$ cat src/rtl/win_mapper_pkg.sv
package win_mapper_pkg;

   localparam int unsigned SEL_W   = 3;
   localparam int unsigned WAIT_W  = 2;

   // Power-up page of each window.
   function automatic logic [7:0] boot_page(input int unsigned idx);
      case (idx)
         0:       return 8'hEC;
         1:       return 8'hED;
         2:       return 8'h07;
         3:       return 8'h34;
         4:       return 8'hEE;
         5:       return 8'hEF;
         6:       return 8'h03;
         default: return 8'h53;
      endcase
   endfunction

   function automatic logic preset_ok(input logic [SEL_W-1:0] s);
      return (s >= 3'd1) && (s <= 3'd5);
   endfunction

   // Page loaded into the lowest window by a preset.
   function automatic logic [7:0] preset_low(input logic [SEL_W-1:0] s);
      return (s == 3'd2 || s == 3'd4) ? 8'h33 : 8'hEC;
   endfunction

   // Page loaded into the middle window by a preset.
   function automatic logic [7:0] preset_mid(input logic [SEL_W-1:0] s);
      return (s == 3'd4 || s == 3'd5) ? 8'hEE : 8'h34;
   endfunction

   // Static zero-wait pages EC..EF share their upper six bits.
   function automatic logic page_is_fast(input logic [7:0] p);
      return p[7:2] == 6'h3B;
   endfunction

endpackage

$ cat src/rtl/wm_page_file.sv
module wm_page_file
   import win_mapper_pkg::*;
#(
   parameter int unsigned WIN_CNT = 8,
   parameter int unsigned PAGE_W  = 8,
   localparam int unsigned IDX_W  = $clog2(WIN_CNT),
   localparam int unsigned LOW_WIN = 0,
   localparam int unsigned MID_WIN = WIN_CNT / 2
) (
   input  logic                        clk,
   input  logic                        rst_n,
   input  logic                        wr_en,
   input  logic [IDX_W-1:0]            wr_idx,
   input  logic [PAGE_W-1:0]           wr_data,
   input  logic                        load_en,
   input  logic [SEL_W-1:0]            load_sel,
   output logic [WIN_CNT*PAGE_W-1:0]   pages,
   output logic                        slow_speed
);

   logic [PAGE_W-1:0] pg [WIN_CNT];
   logic [SEL_W-1:0]  speed_q;
   logic              load_ok;

   assign load_ok = load_en && preset_ok(load_sel);

   for (genvar w = 0; w < WIN_CNT; w++) begin : g_win
      always_ff @(posedge clk or negedge rst_n) begin
         if (!rst_n) begin
            pg[w] <= PAGE_W'(boot_page(w));
         end else if (load_ok && (w == LOW_WIN)) begin
            pg[w] <= PAGE_W'(preset_low(load_sel));
         end else if (load_ok && (w == MID_WIN)) begin
            pg[w] <= PAGE_W'(preset_mid(load_sel));
         end else if (wr_en && (wr_idx == IDX_W'(w))) begin
            pg[w] <= wr_data;
         end
      end
      assign pages[w*PAGE_W +: PAGE_W] = pg[w];
   end

   always_ff @(posedge clk or negedge rst_n) begin
      if (!rst_n)       speed_q <= SEL_W'(5);
      else if (load_ok) speed_q <= load_sel;
   end

   assign slow_speed = (speed_q == SEL_W'(1));

   AST_PRESET_WINS: assert property (@(posedge clk) disable iff (!rst_n)
      load_ok |=> (pg[LOW_WIN] == PAGE_W'(preset_low($past(load_sel)))));

   AST_PRESET_MID: assert property (@(posedge clk) disable iff (!rst_n)
      load_ok |=> (pg[MID_WIN] == PAGE_W'(preset_mid($past(load_sel)))));

endmodule

$ cat src/rtl/wm_xlate.sv
module wm_xlate
   import win_mapper_pkg::*;
#(
   parameter int unsigned ADDR_W  = 16,
   parameter int unsigned WIN_CNT = 8,
   parameter int unsigned PAGE_W  = 8,
   parameter int unsigned ROM_WIN = 2,
   parameter logic [PAGE_W-1:0] ROM_PAGE = 8'hBA,
   localparam int unsigned IDX_W  = $clog2(WIN_CNT),
   localparam int unsigned OFS_W  = ADDR_W - IDX_W,
   localparam int unsigned PA_W   = OFS_W + PAGE_W
) (
   input  logic [ADDR_W-1:0]           addr,
   input  logic                        rom_en,
   input  logic [WIN_CNT*PAGE_W-1:0]   pages,
   output logic [PA_W-1:0]             phys,
   output logic                        fast
);

   logic [IDX_W-1:0]  idx;
   logic [PAGE_W-1:0] page;

   assign idx = addr[ADDR_W-1 -: IDX_W];

   always_comb begin
      page = pages[idx*PAGE_W +: PAGE_W];
      if (rom_en && (idx == IDX_W'(ROM_WIN))) page = ROM_PAGE;
   end

   assign phys = {page, addr[OFS_W-1:0]};
   assign fast = page_is_fast(8'(page));

endmodule

$ cat src/rtl/wm_wait_ctr.sv
module wm_wait_ctr
   import win_mapper_pkg::*;
(
   input  logic              clk,
   input  logic              rst_n,
   input  logic              strobe,
   input  logic [WAIT_W-1:0] waits,
   output logic              ready
);

   logic [WAIT_W-1:0] cnt;

   always_ff @(posedge clk or negedge rst_n) begin
      if (!rst_n)                 cnt <= '0;
      else if (cnt != '0)         cnt <= cnt - WAIT_W'(1);
      else if (strobe)            cnt <= waits;
   end

   assign ready = (cnt == '0);

   AST_READY_FALL: assert property (@(posedge clk) disable iff (!rst_n)
      $fell(ready) |-> $past(strobe));

   AST_BUSY_IGNORE: assert property (@(posedge clk) disable iff (!rst_n)
      (!ready && strobe) |=> (cnt == $past(cnt) - WAIT_W'(1)));

endmodule

$ cat src/rtl/win_mapper.sv
module win_mapper
   import win_mapper_pkg::*;
#(
   parameter int unsigned ADDR_W    = 16,
   parameter int unsigned WIN_CNT   = 8,
   parameter int unsigned PAGE_W    = 8,
   parameter logic [ADDR_W-1:0] CFG_BASE  = 16'hF800,
   parameter logic [ADDR_W-1:0] FAST_BASE = 16'hF000,
   parameter int unsigned FAST_SIZE = 256,
   parameter int unsigned ROM_WIN   = 2,
   parameter logic [PAGE_W-1:0] ROM_PAGE = 8'hBA,
   parameter bit          VIDEO_WAITS = 1'b1,
   localparam int unsigned IDX_W    = $clog2(WIN_CNT),
   localparam int unsigned PA_W     = ADDR_W - IDX_W + PAGE_W
) (
   input  logic              clk,
   input  logic              rst_n,
   input  logic [ADDR_W-1:0] cpu_addr,
   input  logic              cpu_rd,
   input  logic              cpu_wr,
   input  logic [PAGE_W-1:0] cpu_wdata,
   input  logic              video_hit,
   input  logic              rom_redirect,
   input  logic              preset_load,
   input  logic [SEL_W-1:0]  preset_sel,
   output logic              ready,
   output logic [PA_W-1:0]   mem_addr,
   output logic              mem_sel,
   output logic              mem_fast
);

   localparam logic [ADDR_W-1:0] FAST_LAST = ADDR_W'(FAST_BASE + FAST_SIZE - 1);

   if (PAGE_W != 8)              $error("page registers must be 8 bits wide");
   if (ADDR_W <= IDX_W)          $error("address too narrow for window count");
   if ((1 << IDX_W) != WIN_CNT)  $error("window count must be a power of two");
   if (ROM_WIN >= WIN_CNT)       $error("redirect window out of range");
   if (FAST_SIZE == 0)           $error("internal range must not be empty");

   logic [WIN_CNT*PAGE_W-1:0] pages;
   logic                      slow_speed;
   logic                      strobe, in_fast, cfg_hit, local_hit, cfg_we;
   logic                      vid_add;
   logic [WAIT_W-1:0]         waits;

   assign strobe    = cpu_rd || cpu_wr;
   assign in_fast   = (cpu_addr >= FAST_BASE) && (cpu_addr <= FAST_LAST);
   assign cfg_hit   = (cpu_addr[ADDR_W-1:IDX_W] == CFG_BASE[ADDR_W-1:IDX_W]);
   assign local_hit = in_fast || cfg_hit;
   assign cfg_we    = cpu_wr && cfg_hit && ready;

   if (VIDEO_WAITS) begin : g_video
      assign vid_add = video_hit;
   end else begin : g_no_video
      assign vid_add = 1'b0;
   end

   wm_page_file #(.WIN_CNT(WIN_CNT), .PAGE_W(PAGE_W)) u_pages (
      .clk(clk), .rst_n(rst_n),
      .wr_en(cfg_we), .wr_idx(cpu_addr[IDX_W-1:0]), .wr_data(cpu_wdata),
      .load_en(preset_load), .load_sel(preset_sel),
      .pages(pages), .slow_speed(slow_speed)
   );

   wm_xlate #(.ADDR_W(ADDR_W), .WIN_CNT(WIN_CNT), .PAGE_W(PAGE_W),
              .ROM_WIN(ROM_WIN), .ROM_PAGE(ROM_PAGE)) u_xlate (
      .addr(cpu_addr), .rom_en(rom_redirect), .pages(pages),
      .phys(mem_addr), .fast(mem_fast)
   );

   always_comb begin
      if (local_hit) waits = '0;
      else waits = WAIT_W'(!mem_fast) + WAIT_W'(slow_speed) + WAIT_W'(vid_add);
   end

   wm_wait_ctr u_wait (
      .clk(clk), .rst_n(rst_n), .strobe(strobe), .waits(waits), .ready(ready)
   );

   assign mem_sel = strobe && !local_hit;

   AST_ROM_PAGE: assert property (@(posedge clk) disable iff (!rst_n)
      (rom_redirect && cpu_addr[ADDR_W-1 -: IDX_W] == IDX_W'(ROM_WIN))
      |-> (mem_addr[PA_W-1 -: PAGE_W] == ROM_PAGE));

   AST_FAST_QUIET: assert property (@(posedge clk) disable iff (!rst_n)
      (strobe && in_fast && ready) |=> ready);

   AST_FAST_NO_SEL: assert property (@(posedge clk) disable iff (!rst_n)
      in_fast |-> !mem_sel);

endmodule

$ cat config.mk
export PLATFORM = sky130hd
export DESIGN_NAME = win_mapper
export DESIGN_NICKNAME = d
export VERILOG_FILES = /design/src/rtl/win_mapper_pkg.sv /design/src/rtl/wm_page_file.sv /design/src/rtl/wm_xlate.sv /design/src/rtl/wm_wait_ctr.sv /design/src/rtl/win_mapper.sv
export SDC_FILE = /design/constraint.sdc
export NUM_CORES = 1
export LEC_CHECK = 0
export CAP_MARGIN = 20
export CORE_AREA = 3 3 99 101
export CTS_BUF_LIST = sky130_fd_sc_hd__clkbuf_2
export CTS_CLUSTER_SIZE = 8
export DETAILED_ROUTE_END_ITERATION = 16
export DIE_AREA = 0 0 102 104
export PLACE_DENSITY = 0.73
export SETUP_SLACK_MARGIN = 0.05
export SLEW_MARGIN = 20
export SYNTH_ARGS = -nofsm -noshare
export SYNTH_HDL_FRONTEND = slang
export SYNTH_SLANG_ARGS = --single-unit
$ cat constraint.sdc
create_clock -name clk -period 2.8 [get_ports clk]
set_input_delay 0.56 -clock clk [delete_from_list [all_inputs] [get_ports clk]]
set_output_delay 0.56 -clock clk [all_outputs]
set_load 0.005 [all_outputs]
==> results.json <==
{
  "outcome": "finished, violations left",
  "violations": "setup timing",
  "placement.io_buffers": 57,
  "grt-ovfl-total": 0,
  "clkTransAtPathRegs_ns": 0.21,
  "rows": 35,
  "finalMaxSlewViolations": 0,
  "max_cap_viol_count": 0,
  "cp-endpoint": "mem_fast",
  "ios": 58,
  "diodes": 0,
  "die_h_um": 104,
  "synth-main-ff-cell": "dfstp_2",
  "nets": 388,
  "setup_violations": 1,
  "rsz0062_at_grt": "yes",
  "place_congestion": 0.790,
  "fp.coreArea_um2": 9110,
  "ys_ff_latch": 69,
  "cts_tree": "done",
  "start_kind": "register",
  "synth-simple-area-share": 0.106,
  "die_w_um": 102,
  "synth_compound_area_frac": 0.0417,
  "cpPeakStageDelay_ns": 0.45,
  "final.fill_count": 751,
  "remaining_drc_errors": 0,
  "synth_nets": 297,
  "path_max_fanout": 2,
  "grt_max_degree": 34,
  "min_period_over_period": 1.02,
  "r2r-start": "u_pages.pages[19]",
  "ys_warn_count": 0,
  "ir_drop_uv": 419,
  "r2r.worst_path.cells": 9,
  "grt_pass1_wl_um": 14200,
  "synth_top_area_cell": "dfstp_2",
  "slew_headroom": 0.656,
  "r2r_end": "u_wait.cnt[0]",
  "clockBufferDepth": 2,
  "ys_types": 39,
  "max_freq_mhz": 351,
  "dpl-instance-area_um2": 4500,
  "antenna_found_initial": 0,
  "power_per_cell_area_nw_per_um2": 428,
  "ant_nets": 0,
  "drive_gt1_frac": 0.531,
  "yosysMostFrequentCell": "mux2_2",
  "yosys-top-cells-area": "dfstp_2 28%, dfrtp_1 22%, mux2_2 17%",
  "totalWireLength_um": 8850,
  "synth_common_cells": "54 x mux2_2, 38 x dfstp_2, 31 x dfrtp_1, 18 x mux2i_1",
  "fin_util": 0.521,
  "grt_usage": 0.175,
  "avgSynthCellArea_um2": 13.6,
  "firstDrtPassIters": 4,
  "ctsRootBufferMaster": "clkbuf_2",
  "power.leakage_nw": 2.05,
  "wl_per_cell_um": 18.9,
  "slowest_stage": "mux4_2",
  "rrSetupSlack_ns": 0.30,
  "critPathRequiredTime_ns": 2.24,
  "grt_pass1_vias": 2683,
  "synth_xor_area_frac": 0,
  "skew_ns": 0.0287,
  "dp_hpwl_um": 6420,
  "finalCriticalPeriod_ns": 2.85,
  "criticalPathCategory": "reg -> out",
  "dieArea_um2": 10600,
  "drtIter0Drc": 57,
  "start_util": 0.392,
  "synthArstFlopShare": 1.00,
  "cp_cell_sequence": "or2_4 > mux4_2 > mux2_4 > and2_4 > and3_4 > buf_6",
  "worst_pin_slew_ns": 0.516,
  "synth_top_area_share": 0.280,
  "finalPower_mw": 2.03,
  "syn_area_um2": 3570,
  "synth_fa_ha_area_frac": 0.00560,
  "vias": 2493,
  "syn2layout_area_growth_pct": 32.9,
  "cts_buffers": 9,
  "avgViaCountPerCell": 5.32,
  "fin_hold_ws_ns": 0.495,
  "cts_sinks": 69,
  "end_kind": "primary output",
  "cp_top_family": "multiplexers",
  "pre_cts_slack_ns": -0.672,
  "critPathLaunch": "u_pages.pages[23]",
  "synth_top_family_by_area": "multiplexers",
  "muxShareOfSynthArea": 0.309,
  "hp-class": "reg -> reg",
  "syn_inst": 262,
  "insertion_delay_ns": 0.49,
  "post-route-cell-area_um2": 4750,
  "ys_seq_area_frac": 0.497,
  "setup_slack_ns": -0.0466,
  "critPathBufInv": 1,
  "critical_path_depth": 6,
  "cts_max_level": 3,
  "synth_edf_count": 0,
  "worstPathArrival_ns": 2.29,
  "hold_viol_final": 0
}
worst min path at each step:
stage	from	endpoint	slack [ns]	cells after the start
floorplan	rst_n	u_pages.pages[0]	0.26	0
global placement	u_wait.cnt[0]	u_wait.cnt[0]	0.46	1
detailed placement	u_wait.cnt[0]	u_wait.cnt[0]	0.47	1
CTS	u_wait.cnt[0]	u_wait.cnt[0]	0.50	1
global route	u_wait.cnt[0]	u_wait.cnt[0]	0.52	1
finish	u_wait.cnt[0]	u_wait.cnt[0]	0.50	1
worst register-to-register path, stage by stage (launching register included):
cell	delay (ns)
dfrtp_1	0.42
or2_4	0.22
mux4_2	0.45
mux2_4	0.29
and2_4	0.14
buf_4	0.12
nand3_1	0.16
fa_1	0.44
a21oi_1	0.15
nor2_1	0.05
per-stage QoR:
stage	instances	TNS [ns]
2_1_floorplan	262	0
3_5_place_dp	447	-6.81
6_report	469	-0.0466
5_1_grt	469	-0.248
3_3_place_gp	447	-6.19
4_1_cts	468	-0.0950
sequential cells by signal, summed over array words and instances, names as in the netlist:
signal and count:
u_pages.pages 64, u_wait.cnt 2, u_pages.speed_q 3
cell type report:
type,count,area (um^2),area share
repair buffers,102,1000,0.211
flip-flops and latches,69,1770,0.374
inverters,2,7.51,0.00158
multi-input cells,169,1720,0.362
clock inverters,5,51.3,0.0108
clock buffers,11,55.1,0.0116
well taps,111,139,0.0293
metal layers:
metal | wire (um) | vias up | GRT usage
met5 | 0 | - | 0
met4 | 141 | 0 | 0.0375
met3 | 511 | 12 | 0.0436
met2 | 4510 | 82 | 0.299
met1 | 3680 | 1266 | 0.223
li1 | - | 1133 | -
cell families after synthesis:
family | Yosys count
muxes | 86
DFF | 69
and+or+nand+nor | 58
AOI/OAI and AO/OA | 24
adders and majority gates | 1
buffers and inverters | 24
power breakdown:
group | internal (mW) | switching [mW]
Combinational | 0.213 | 0.161
Clock | 0.208 | 0.349
Sequential | 1.06 | 0.0367
Total | 1.49 | 0.547
placed cells by master, fill, tap and decap left out, types with 3 or more instances in the layout:
| cell | n |
|---|---|
| mux2_2 | 49 |
| clkdlybuf4s50_1 | 41 |
| dfstp_2 | 38 |
| buf_4 | 33 |
| dfrtp_1 | 31 |
| mux2i_1 | 18 |
| mux4_2 | 14 |
| nand2_1 | 12 |
| clkbuf_2 | 12 |
| nor2_1 | 10 |
| a21oi_1 | 8 |
| buf_6 | 8 |
| nor2b_1 | 7 |
| o21ai_0 | 7 |
| dlygate4sd2_1 | 6 |
| mux2_4 | 5 |
| buf_12 | 5 |
| nor3b_1 | 4 |
| nand3_1 | 3 |
repair_timing:
item	in CTS	in global routing
buffers inserted	4	2
setup endpoints to repair	11	6
hold buffers	1	0
endpoints found under the hold margin	4	0
resized for setup	52	6
pin swaps	7	1
cloned	1	0
Power figures use the tool's default switching activity.
